--- src/rtl/fpr_pkg.sv ---
package fpr_pkg;

    typedef enum logic [1:0] {
        GRD_BOOT = 2'd0,
        GRD_OPEN = 2'd1,
        GRD_SHUT = 2'd2
    } guard_state_e;

    localparam logic [1:0] GRP_CTRL = 2'b00;
    localparam logic [1:0] GRP_CMP  = 2'b01;
    localparam logic [1:0] GRP_REPL = 2'b10;

    function automatic logic lock_request(input logic [1:0] prot, input logic sram_boot);
        return (prot != 2'b00) && sram_boot;
    endfunction

endpackage

--- src/rtl/fpr_guard_fsm.sv ---
module fpr_guard_fsm
    import fpr_pkg::*;
(
    input  logic       clk,
    input  logic       rst_n,
    input  logic [1:0] prot_level,
    input  logic       boot_sram,
    output logic       patch_allow
);

    guard_state_e state_q;
    guard_state_e state_d;
    logic         lock_now;

    assign lock_now = lock_request(prot_level, boot_sram);

    // state register: any system reset returns to BOOT
    always_ff @(posedge clk or negedge rst_n) begin
        if (!rst_n) state_q <= GRD_BOOT;
        else        state_q <= state_d;
    end

    // next state and outputs
    always_comb begin
        state_d     = state_q;
        patch_allow = 1'b0;
        unique case (state_q)
            GRD_BOOT: begin
                patch_allow = !lock_now;
                state_d     = lock_now ? GRD_SHUT : GRD_OPEN;
            end
            GRD_OPEN: begin
                patch_allow = 1'b1;
                state_d     = GRD_OPEN;
            end
            GRD_SHUT: begin
                patch_allow = 1'b0;
                state_d     = GRD_SHUT;
            end
            default: begin
                patch_allow = 1'b0;
                state_d     = GRD_SHUT;
            end
        endcase
    end

    AST_BOOT_LEAVES: assert property (@(posedge clk) disable iff (!rst_n)
        (state_q == GRD_BOOT) |=> (state_q != GRD_BOOT));
    AST_SHUT_STICKY: assert property (@(posedge clk) disable iff (!rst_n)
        (state_q == GRD_SHUT) |=> (state_q == GRD_SHUT));
    AST_LOCK_TAKEN: assert property (@(posedge clk) disable iff (!rst_n)
        (state_q == GRD_BOOT && prot_level != 2'b00 && boot_sram) |=> (state_q == GRD_SHUT));

endmodule

--- src/rtl/fpr_cfg_regs.sv ---
module fpr_cfg_regs
    import fpr_pkg::*;
#(
    parameter int NUM_SLOTS = 4,
    parameter int ADDR_W    = 32,
    parameter int DATA_W    = 32
) (
    input  logic                                 clk,
    input  logic                                 por_n,
    input  logic                                 sys_rst_n,
    input  logic                                 wr_en,
    input  logic [3:0]                           addr,
    input  logic [DATA_W-1:0]                    wdata,
    output logic [DATA_W-1:0]                    rdata,
    output logic                                 glob_en,
    output logic [NUM_SLOTS-1:0]                 slot_en,
    output logic [NUM_SLOTS-1:0][ADDR_W-1:2]     slot_addr,
    output logic [NUM_SLOTS-1:0][DATA_W-1:0]     slot_repl
);

    localparam int IDX_W = 2;

    logic             wr_ok;
    logic [1:0]       grp;
    logic [IDX_W-1:0] idx;
    logic             unused_wbits;

    assign wr_ok        = wr_en && sys_rst_n;
    assign grp          = addr[3:2];
    assign idx          = addr[1:0];
    assign unused_wbits = wdata[1];

    // global enable: cleared only by power-on
    always_ff @(posedge clk or negedge por_n) begin
        if (!por_n)
            glob_en <= 1'b0;
        else if (wr_ok && grp == GRP_CTRL && idx == '0)
            glob_en <= wdata[0];
    end

    for (genvar k = 0; k < NUM_SLOTS; k++) begin : g_slot
        always_ff @(posedge clk or negedge por_n) begin
            if (!por_n) begin
                slot_en[k]   <= 1'b0;
                slot_addr[k] <= '0;
            end else if (wr_ok && grp == GRP_CMP && idx == IDX_W'(k)) begin
                slot_en[k]   <= wdata[0];
                slot_addr[k] <= wdata[ADDR_W-1:2];
            end
        end

        always_ff @(posedge clk or negedge por_n) begin
            if (!por_n)
                slot_repl[k] <= '0;
            else if (wr_ok && grp == GRP_REPL && idx == IDX_W'(k))
                slot_repl[k] <= wdata;
        end
    end

    always_comb begin
        rdata = '0;
        unique case (grp)
            GRP_CTRL: if (idx == '0) rdata[0] = glob_en;
            GRP_CMP: begin
                if (int'(idx) < NUM_SLOTS) begin
                    rdata[ADDR_W-1:2] = slot_addr[idx];
                    rdata[0]          = slot_en[idx];
                end
            end
            GRP_REPL: if (int'(idx) < NUM_SLOTS) rdata = slot_repl[idx];
            default:  rdata = '0;
        endcase
    end

    AST_RESET_KEEPS: assert property (@(posedge clk) disable iff (!por_n)
        !sys_rst_n |=> ($stable(glob_en) && $stable(slot_en) && $stable(slot_addr) && $stable(slot_repl)));

endmodule

--- src/rtl/fpr_match_bank.sv ---
module fpr_match_bank #(
    parameter int NUM_SLOTS = 4,
    parameter int ADDR_W    = 32,
    parameter int DATA_W    = 32
) (
    input  logic                             clk,
    input  logic                             rst_n,
    input  logic                             allow,
    input  logic                             fetch_valid,
    input  logic [ADDR_W-1:2]                fetch_word,
    input  logic [NUM_SLOTS-1:0]             slot_en,
    input  logic [NUM_SLOTS-1:0][ADDR_W-1:2] slot_addr,
    input  logic [NUM_SLOTS-1:0][DATA_W-1:0] slot_repl,
    output logic                             hit,
    output logic [DATA_W-1:0]                repl_word
);

    logic [NUM_SLOTS-1:0] raw_match;
    logic [NUM_SLOTS-1:0] win_vec;

    for (genvar k = 0; k < NUM_SLOTS; k++) begin : g_cmp
        assign raw_match[k] = slot_en[k] && (slot_addr[k] == fetch_word);
    end

    // lowest index wins: scan from the top so the lowest overwrites
    always_comb begin
        win_vec   = '0;
        repl_word = '0;
        for (int k = NUM_SLOTS - 1; k >= 0; k--) begin
            if (raw_match[k]) begin
                win_vec   = '0;
                win_vec[k] = 1'b1;
                repl_word = slot_repl[k];
            end
        end
    end

    assign hit = allow && fetch_valid && (raw_match != '0);

    AST_ONE_WINNER: assert property (@(posedge clk) disable iff (!rst_n)
        $onehot0(win_vec));
    AST_WINNER_IS_MATCH: assert property (@(posedge clk) disable iff (!rst_n)
        (win_vec & ~raw_match) == '0);

endmodule

--- src/rtl/fpr_patch_remap.sv ---
module fpr_patch_remap #(
    parameter int NUM_SLOTS = 4,
    parameter int ADDR_W    = 32,
    parameter int DATA_W    = 32
) (
    input  logic              clk,
    input  logic              por_n,
    input  logic              rst_n,
    input  logic              cfg_we,
    input  logic [3:0]        cfg_addr,
    input  logic [DATA_W-1:0] cfg_wdata,
    output logic [DATA_W-1:0] cfg_rdata,
    input  logic [1:0]        prot_level,
    input  logic              boot_sram,
    input  logic              fetch_valid,
    input  logic [ADDR_W-1:0] fetch_addr,
    input  logic [DATA_W-1:0] flash_rdata,
    output logic [DATA_W-1:0] patch_rdata,
    output logic              patch_hit
);

    logic                             glob_en;
    logic [NUM_SLOTS-1:0]             slot_en;
    logic [NUM_SLOTS-1:0][ADDR_W-1:2] slot_addr;
    logic [NUM_SLOTS-1:0][DATA_W-1:0] slot_repl;
    logic                             guard_allow;
    logic                             bank_hit;
    logic [DATA_W-1:0]                repl_word;
    logic [1:0]                       unused_lo;
    logic                             sys_rst_n;

    assign unused_lo = fetch_addr[1:0];
    assign sys_rst_n = rst_n && por_n;

    fpr_cfg_regs #(.NUM_SLOTS(NUM_SLOTS), .ADDR_W(ADDR_W), .DATA_W(DATA_W)) u_regs (
        .clk       (clk),
        .por_n     (por_n),
        .sys_rst_n (sys_rst_n),
        .wr_en     (cfg_we),
        .addr      (cfg_addr),
        .wdata     (cfg_wdata),
        .rdata     (cfg_rdata),
        .glob_en   (glob_en),
        .slot_en   (slot_en),
        .slot_addr (slot_addr),
        .slot_repl (slot_repl)
    );

    fpr_guard_fsm u_guard (
        .clk         (clk),
        .rst_n       (sys_rst_n),
        .prot_level  (prot_level),
        .boot_sram   (boot_sram),
        .patch_allow (guard_allow)
    );

    fpr_match_bank #(.NUM_SLOTS(NUM_SLOTS), .ADDR_W(ADDR_W), .DATA_W(DATA_W)) u_bank (
        .clk         (clk),
        .rst_n       (sys_rst_n),
        .allow       (guard_allow && glob_en),
        .fetch_valid (fetch_valid),
        .fetch_word  (fetch_addr[ADDR_W-1:2]),
        .slot_en     (slot_en),
        .slot_addr   (slot_addr),
        .slot_repl   (slot_repl),
        .hit         (bank_hit),
        .repl_word   (repl_word)
    );

    assign patch_hit   = bank_hit;
    assign patch_rdata = bank_hit ? repl_word : flash_rdata;

    AST_GLOBAL_OFF: assert property (@(posedge clk) disable iff (!sys_rst_n)
        !glob_en |-> !patch_hit);
    AST_HIT_NEEDS_FETCH: assert property (@(posedge clk) disable iff (!sys_rst_n)
        patch_hit |-> fetch_valid);
    AST_GUARD_BLOCKS: assert property (@(posedge clk) disable iff (!sys_rst_n)
        !guard_allow |-> !patch_hit);

endmodule

--- config.mk ---
export PLATFORM = sky130hd
export DESIGN_NAME = fpr_patch_remap
export DESIGN_NICKNAME = d
export VERILOG_FILES = /design/src/rtl/fpr_pkg.sv /design/src/rtl/fpr_guard_fsm.sv /design/src/rtl/fpr_cfg_regs.sv /design/src/rtl/fpr_match_bank.sv /design/src/rtl/fpr_patch_remap.sv
export SDC_FILE = /design/constraint.sdc
export NUM_CORES = 1
export LEC_CHECK = 0
export ABC_AREA = 1
export BUFFER_PORTS_ARGS = -buffer_cell sky130_fd_sc_hd__buf_2
export CAP_MARGIN = 10
export CORE_MARGIN = 2
export CORE_UTILIZATION = 40
export DETAILED_ROUTE_END_ITERATION = 8
export SLEW_MARGIN = 20
export SYNTH_ARGS = -nofsm -noshare
export SYNTH_HDL_FRONTEND = slang
export SYNTH_SLANG_ARGS = --single-unit
--- constraint.sdc ---
create_clock -name clk -period 5.34 [get_ports clk]
set_input_delay 0.801 -clock clk [delete_from_list [all_inputs] [get_ports clk]]
set_output_delay 0.801 -clock clk [all_outputs]
set_load 0.01 [all_outputs]
==> results.yml, run 1 <==
status:
  status: "completed"
yosys:
  synth_top_area_cell: "dfrtp_1"
  synth-main-ff-cell: "dfrtp_1"
  synth_area_um2: 14600
  syn_nets: 2272
  synthArstFlopShare_pct: 100
  synth_cells: 2160
  synth_edf_count: 0
  yosys_warnings: 0
  synth-seq-cells: 255
  avgSynthCellArea_um2: 6.78
  ys_seq_area_share_pct: 43.6
  synth.top_cell.area_share_pct: 43.6
  synth_area_leaders: "dfrtp_1, nand2_1, o21ai_0, inv_1, nor2_1"
  synth_cell_type_count: 26
clock_tree:
  ctsHtreeMaxLevel: 1
  cts-buffers-inserted: 30
  clock_sinks: 255
  cts_tree: "done"
  cts.repair.resized: 0
  post-cts-setup-buffers: 0
  clk_pin_slew_ns: 0.06
  holdBufCountCts: 0
  root_buffer: "clkbuf_16"
  clkLatencyLatePin_ns: 0.56
  cts_buffer_depth: 3
critical_path:
  cp-startpoint: "fetch_addr[30]"
  slowest_delay_ns: 0.45
  slowest_stage: "buf_4"
  required_ns: 4.54
  critPathArrivalTime_ns: 3.28
  path_common_cell: "nand2_1"
  start_kind: "input port"
  crit_fanout: 33
  worstSetupEndpointType: "primary output"
  cp_cell_sequence: "buf_2 > inv_2 > nand2_1 > nand2_1 > nor2_1 > nand2_1 > nor2_1 > nand2_1 > nor2_2 > buf_4 > inv_1 > buf_4 > nor2_1 > nor2_2 > nand2_1 > nand2_1 > buf_2"
  path_class: "in2out"
  r2r_start: "u_regs.slot_en[1]$_DFFE_PN0P_"
  critPathTopFamily: "simple AND/OR/NAND/NOR gates"
  cp_num_buf_inv: 6
detailed_routing:
  drt_iter0_drc: 1724
  via_count: 14894
  ant_nets: 0
  dr.pass1.iters: 6
  drc: 0
  avgViaCountPerCell: 5.37
  wl_per_cell_um: 19.7
  drt_wl_total_um: 54800
global_route:
  gr-total-overflow: 0
  grt_first_pass_wirelength_um: 84200
  grt_max_degree: 72
  grt_usage_pct: 28.7
  antenna_found_initial: 2
  first_global_vias: 14237
placed_design:
  gp_congestion: 0.944
  dp_hpwl_um: 37600
  io_buffers: 170
  placed_cell_area_um2: 16000
sta:
  setup_tns_ns: 0
  maxSlewHeadroom_pct: 20.9
  hold_viol_final: 0
  worst_pin_slew_ns: 1.19
  grt_setup_unrepaired: "no"
  fin_worst_skew_ns: 0.00108
  fin_crit_ns: 4.08
  timing.fmax_mhz: 245
  slew_violations: 0
  period_share_pct: 76.5
  setup_viol: 0
floorplanning:
  rows: 70
  num_io_pins: 173
  start_util_pct: 40.3
  dieWidth_um: 195
  fp.coreArea_um2: 36300
  die_height_um: 195
  die_area_um2: 38100
power:
  finalPower_w: 0.00527
  power_density_nw_per_um2: 312
  leakage_nw: 8.68
  ir_drop_mv: 0.231
hold_path:
  hold_class: "in2async"
layout:
  drive_gt1_share_pct: 13.2
  layout.nets: 2398
  syn2layout_area_growth_pct: 15.5
  n_antenna_cell: 0
  stdcell_area_um2: 16900
run:
  drv_cap: 0
==> cell usage after synthesis (2+ instances only) <==
cell type  instances
o22ai_1           37
o21ai_0          327
buf_6              3
buf_2             23
clkbuf_1          78
xor2_1             4
buf_1              8
o221ai_1           2
nor2_2            20
ha_1               4
inv_2             22
nand2_1          874
nand3_1           14
nor2_1           129
dfrtp_1          255
a22oi_1           64
a21oi_1           94
xnor2_1            7
o21ai_1            3
inv_1            186
==> layout by cell type, fill, tap and decap left out, types with 3 or more instances in the layout <==
cell type / synthesis / layout
o21ai_0: 327 / 327
xnor2_1: 7 / 7
nor2_2: 20 / 20
inv_2: 22 / 22
nand3_1: 14 / 6
nand2_1: 874 / 873
clkbuf_1: 78 / 11
dfrtp_1: 255 / 255
clkinv_2: 0 / 4
a21oi_1: 94 / 94
clkbuf_16: 0 / 31
buf_4: 0 / 34
inv_1: 186 / 185
nand3_2: 0 / 8
xor2_1: 4 / 4
o22ai_1: 37 / 37
nor2_1: 129 / 127
buf_2: 23 / 169
o21ai_1: 3 / 3
a22oi_1: 64 / 64
ha_1: 4 / 3
clkbuf_8: 0 / 7
==> path summary, 6_finish.rpt <==
kind / endpoint / depth (start not counted) / slack [ns]
worst min register to register: u_guard.state_q[1]$_DFF_PN0_ / 1 / 0.45
worst max register to register: u_regs.slot_en[1]$_DFFE_PN0P_ / 2 / 4.56
worst min-delay path: u_guard.state_q[1]$_DFF_PN0_ / 3 / 0.12
max in group asynchronous: u_regs.slot_en[2]$_DFFE_PN0P_ / 2 / 3.83
min in group clk: u_guard.state_q[1]$_DFF_PN0_ / 1 / 0.45
worst max-delay path: patch_rdata[21] / 17 / 1.26
==> per-stage QoR <==
stage               setup WS, ns  cells  utilization (%)  hold slack, ns
floorplan                   2.46   2160                -           0.425
global placement            1.36   2722             43.9           0.439
detailed placement          1.36   2722             43.9           0.449
CTS                         1.32   2776             46.5           0.110
global route                1.05   2776             46.5           0.142
finish                      1.26   2776             46.5           0.122
==> logic make-up (layout without fill, tap and decap cells) <==
kind of cell / count (synthesis) / in the layout / synth area share [%]
simple gates: 1040 / 1040 / 27.2
compound gates: 530 / 530 / 19.7
buf+inv: 320 / 468 / 8.56
flops: 255 / 255 / 43.6
xor+xnor: 11 / 11 / 0.658
fa+ha+maj: 4 / 4 / 0.342
==> where the power goes <==
part           switching (W)  leakage (nW)  internal [W]
logic               0.000578          4.82      0.000306
registers           0.000211          3.40       0.00218
clock network       0.000835         0.461       0.00115
total                0.00162          8.68       0.00364
==> area by class of cell <==
class                           count  area [um2]
Clock buffer                       49         913
Clock inverter                      5        27.5
Fill cell                        3726       19400
Inverter                          208         781
Multi-Input combinational cell   1585        7060
Sequential cell                   255        6380
Tap cell                          468         586
Timing Repair Buffer              206        1160
==> worst min-delay path: cells and delay by family <==
kind / cells / cell delay [ns]
buf+inv: 2 / 0.16
simple gates: 1 / 0.06
==> state kept, by name, summed over array words and instances (netlist names) <==
signal,count
u_guard.state_q,2
u_regs.glob_en,1
u_regs.slot_addr,120
u_regs.slot_en,4
u_regs.slot_repl,128
==> per-layer routing <==
metal | up-vias | track usage (%) | wire, um
li1 | 7138 | - | -
met2 | 670 | 45.0 | 24300
met3 | 110 | 3.33 | 4370
met5 | - | 0 | 0
met1 | 6976 | 41.1 | 24100
met4 | 0 | 10.4 | 2010
No activity file was read; power rests on OpenSTA's default activity.
==> run 2: changes to the inputs <==
clock period = 3.4 ns   (was 5.34 ns; I/O delays follow)
==> run 2 against run 1 <==
Net effect: via count shrank 0.32%; flip-flop and latch count is the same; register-to-register slack lost 1.9 ns; global-route usage shrank 0.36 points; sequential power grew 57%; worst setup slack lost 1.2 ns; cell area grew 2.4%; worst hold slack gained 0.14 ns; critical path depth shrank 1; routed wire length grew 0.31%; first-iteration DRC count shrank 5.9%; sequential share of layout area shrank 0.89 points; critical path type is now reg2out; largest cell class unchanged; largest power group unchanged.
==> results.yml, run 2 (synthesized netlist as in run 1, its figures left out) <==
placed_design:
  gp_congestion: 0.943
  placed_cell_area_um2: 16100
  io_buffers: 170
  dp_hpwl_um: 37300
layout:
  n_antenna_cell: 0
  final_common_cell: "nand2_1"
  stdcell_area_um2: 17300
  drive_gt1_share_pct: 14.2
  largest_reg_flops: 128
  syn2layout_area_growth_pct: 18.3
  layout.nets: 2416
  layout_common_cells: "nand2_1, o21ai_0, dfrtp_1, inv_1, buf_2"
  top_register: "u_regs.slot_repl"
  largestRegisters: "u_regs.slot_repl: 128 flops, u_regs.slot_addr: 120 flops, u_regs.slot_en: 4 flops"
clock_tree:
  ctsHtreeMaxLevel: 1
  root_buffer: "clkbuf_16"
  clkLatencyLatePin_ns: 0.58
  cts-buffers-inserted: 30
  clock_sinks: 255
  cts_buffer_depth: 3
  cts_tree: "done"
  clk_pin_slew_ns: 0.06
critical_path:
  reg2reg_setup_slack_ns: 2.61
  critPathArrivalTime_ns: 2.79
  r2r_cells: 3
  reg2reg_to: "u_regs.slot_addr[23]$_DFFE_PN0P_"
  worstSetupEndpointType: "primary output"
  start_kind: "register"
  required_ns: 2.89
  crit_fanout: 19
  r2r_start: "u_regs.slot_addr[23]$_DFFE_PN0P_"
  path_class: "reg2out"
detailed_routing:
  wl_per_cell_um: 19.7
  ant_nets: 0
  drc: 0
  avgViaCountPerCell: 5.31
  via_count: 14847
  drt_wl_total_um: 55000
  dr.pass1.iters: 5
  drt_iter0_drc: 1623
floorplanning:
  fp.coreArea_um2: 36300
  start_util_pct: 40.3
  num_io_pins: 173
  die_area_um2: 38100
  rows: 70
  die_height_um: 195
  dieWidth_um: 195
power:
  leakage_nw: 8.90
  power_density_nw_per_um2: 496
  ir_drop_mv: 0.366
hold_path:
  holdCritStartpoint: "cfg_wdata[1]"
  hold_depth: 3
  min_to: "u_regs.slot_repl[97]$_DFFE_PN0P_"
  hold_class: "in2reg"
sta:
  hold_viol_final: 0
  fin_worst_skew_ns: 0.000109
  timing.fmax_mhz: 303
  period_share_pct: 97.2
  slew_violations: 0
  worst_pin_slew_ns: 0.941
  maxSlewHeadroom_pct: 37.3
  whs_ns: 0.259
  setup_viol: 0
  fin_crit_ns: 3.30
global_route:
  gr-total-overflow: 0
  antenna_found_initial: 2
  first_global_vias: 13760
  grt_max_degree: 121
  grt_usage_pct: 28.3
  grt_first_pass_wirelength_um: 82700
status:
  status: "completed"
run:
  drv_cap: 0
run 2: worst max-delay path by stage:
stage                                                start              end
final                     u_regs.slot_addr[23]$_DFFE_PN0P_  patch_rdata[31]
after global routing      u_regs.slot_addr[23]$_DFFE_PN0P_   patch_rdata[2]
after CTS                 u_regs.slot_addr[62]$_DFFE_PN0P_   patch_rdata[2]
after detailed placement                    fetch_addr[26]  patch_rdata[31]
after global placement                      fetch_addr[26]  patch_rdata[21]
after floorplan                             fetch_addr[19]  patch_rdata[14]
run 2: layout make-up:
type	count	area, um2
inverters	208	781
fillers	3704	19000
clock buffers	44	873
well taps	468	586
multi-input cells	1585	7110
clock inverters	10	164
repair buffers	224	1430
flip-flops and latches	255	6380
run 2: metrics by stage:
step	util (%)	power, W	setup TNS [ns]	cells	worst slack (ns)
after floorplan	-	0.00456	0	2160	1.10
after global placement	44.4	0.00514	0	2734	0.389
after detailed placement	44.4	0.00519	0	2734	0.380
after CTS	47.3	0.00860	0	2790	0.0694
after global routing	47.6	0.00898	-0.0163	2794	-0.0121
final	47.6	0.00858	0	2794	0.0959
run 2: metal layers:
layer	track usage, %	up-vias	wire [um]
met5	0	-	0
met4	9.84	0	1860
met3	3.83	83	4340
met2	44.0	658	24600
met1	40.7	6940	24100
li1	-	7166	-
run 2: repair_timing:
action                     in CTS  in global routing
setup endpoints to repair       0                 32
hold endpoints to repair       17                  0
buffers inserted                0                  2
gates resized for setup         0                 18
hold buffers                    2                  0
run 2: power breakdown:
part | internal [W] | switching [W] | total (W)
registers | 0.00343 | 0.000331 | 0.00376
logic | 0.000498 | 0.000915 | 0.00141
clock network | 0.00207 | 0.00134 | 0.00341
run 2: worst max-delay path, stage by stage, from the launching register on:
cell and delay (ns):
dfrtp_1 0.38, buf_4 0.14, nand2_1 0.10, o21ai_1 0.11, nor2_1 0.14, nand2_1 0.13
nor2_1 0.11, nand2_1 0.09, nor2_4 0.16, nor2_1 0.06, nand2_1 0.11, nand2_4 0.13
buf_12 0.19, nor2_1 0.09, nand2_1 0.05, nand2_1 0.09, buf_2 0.14
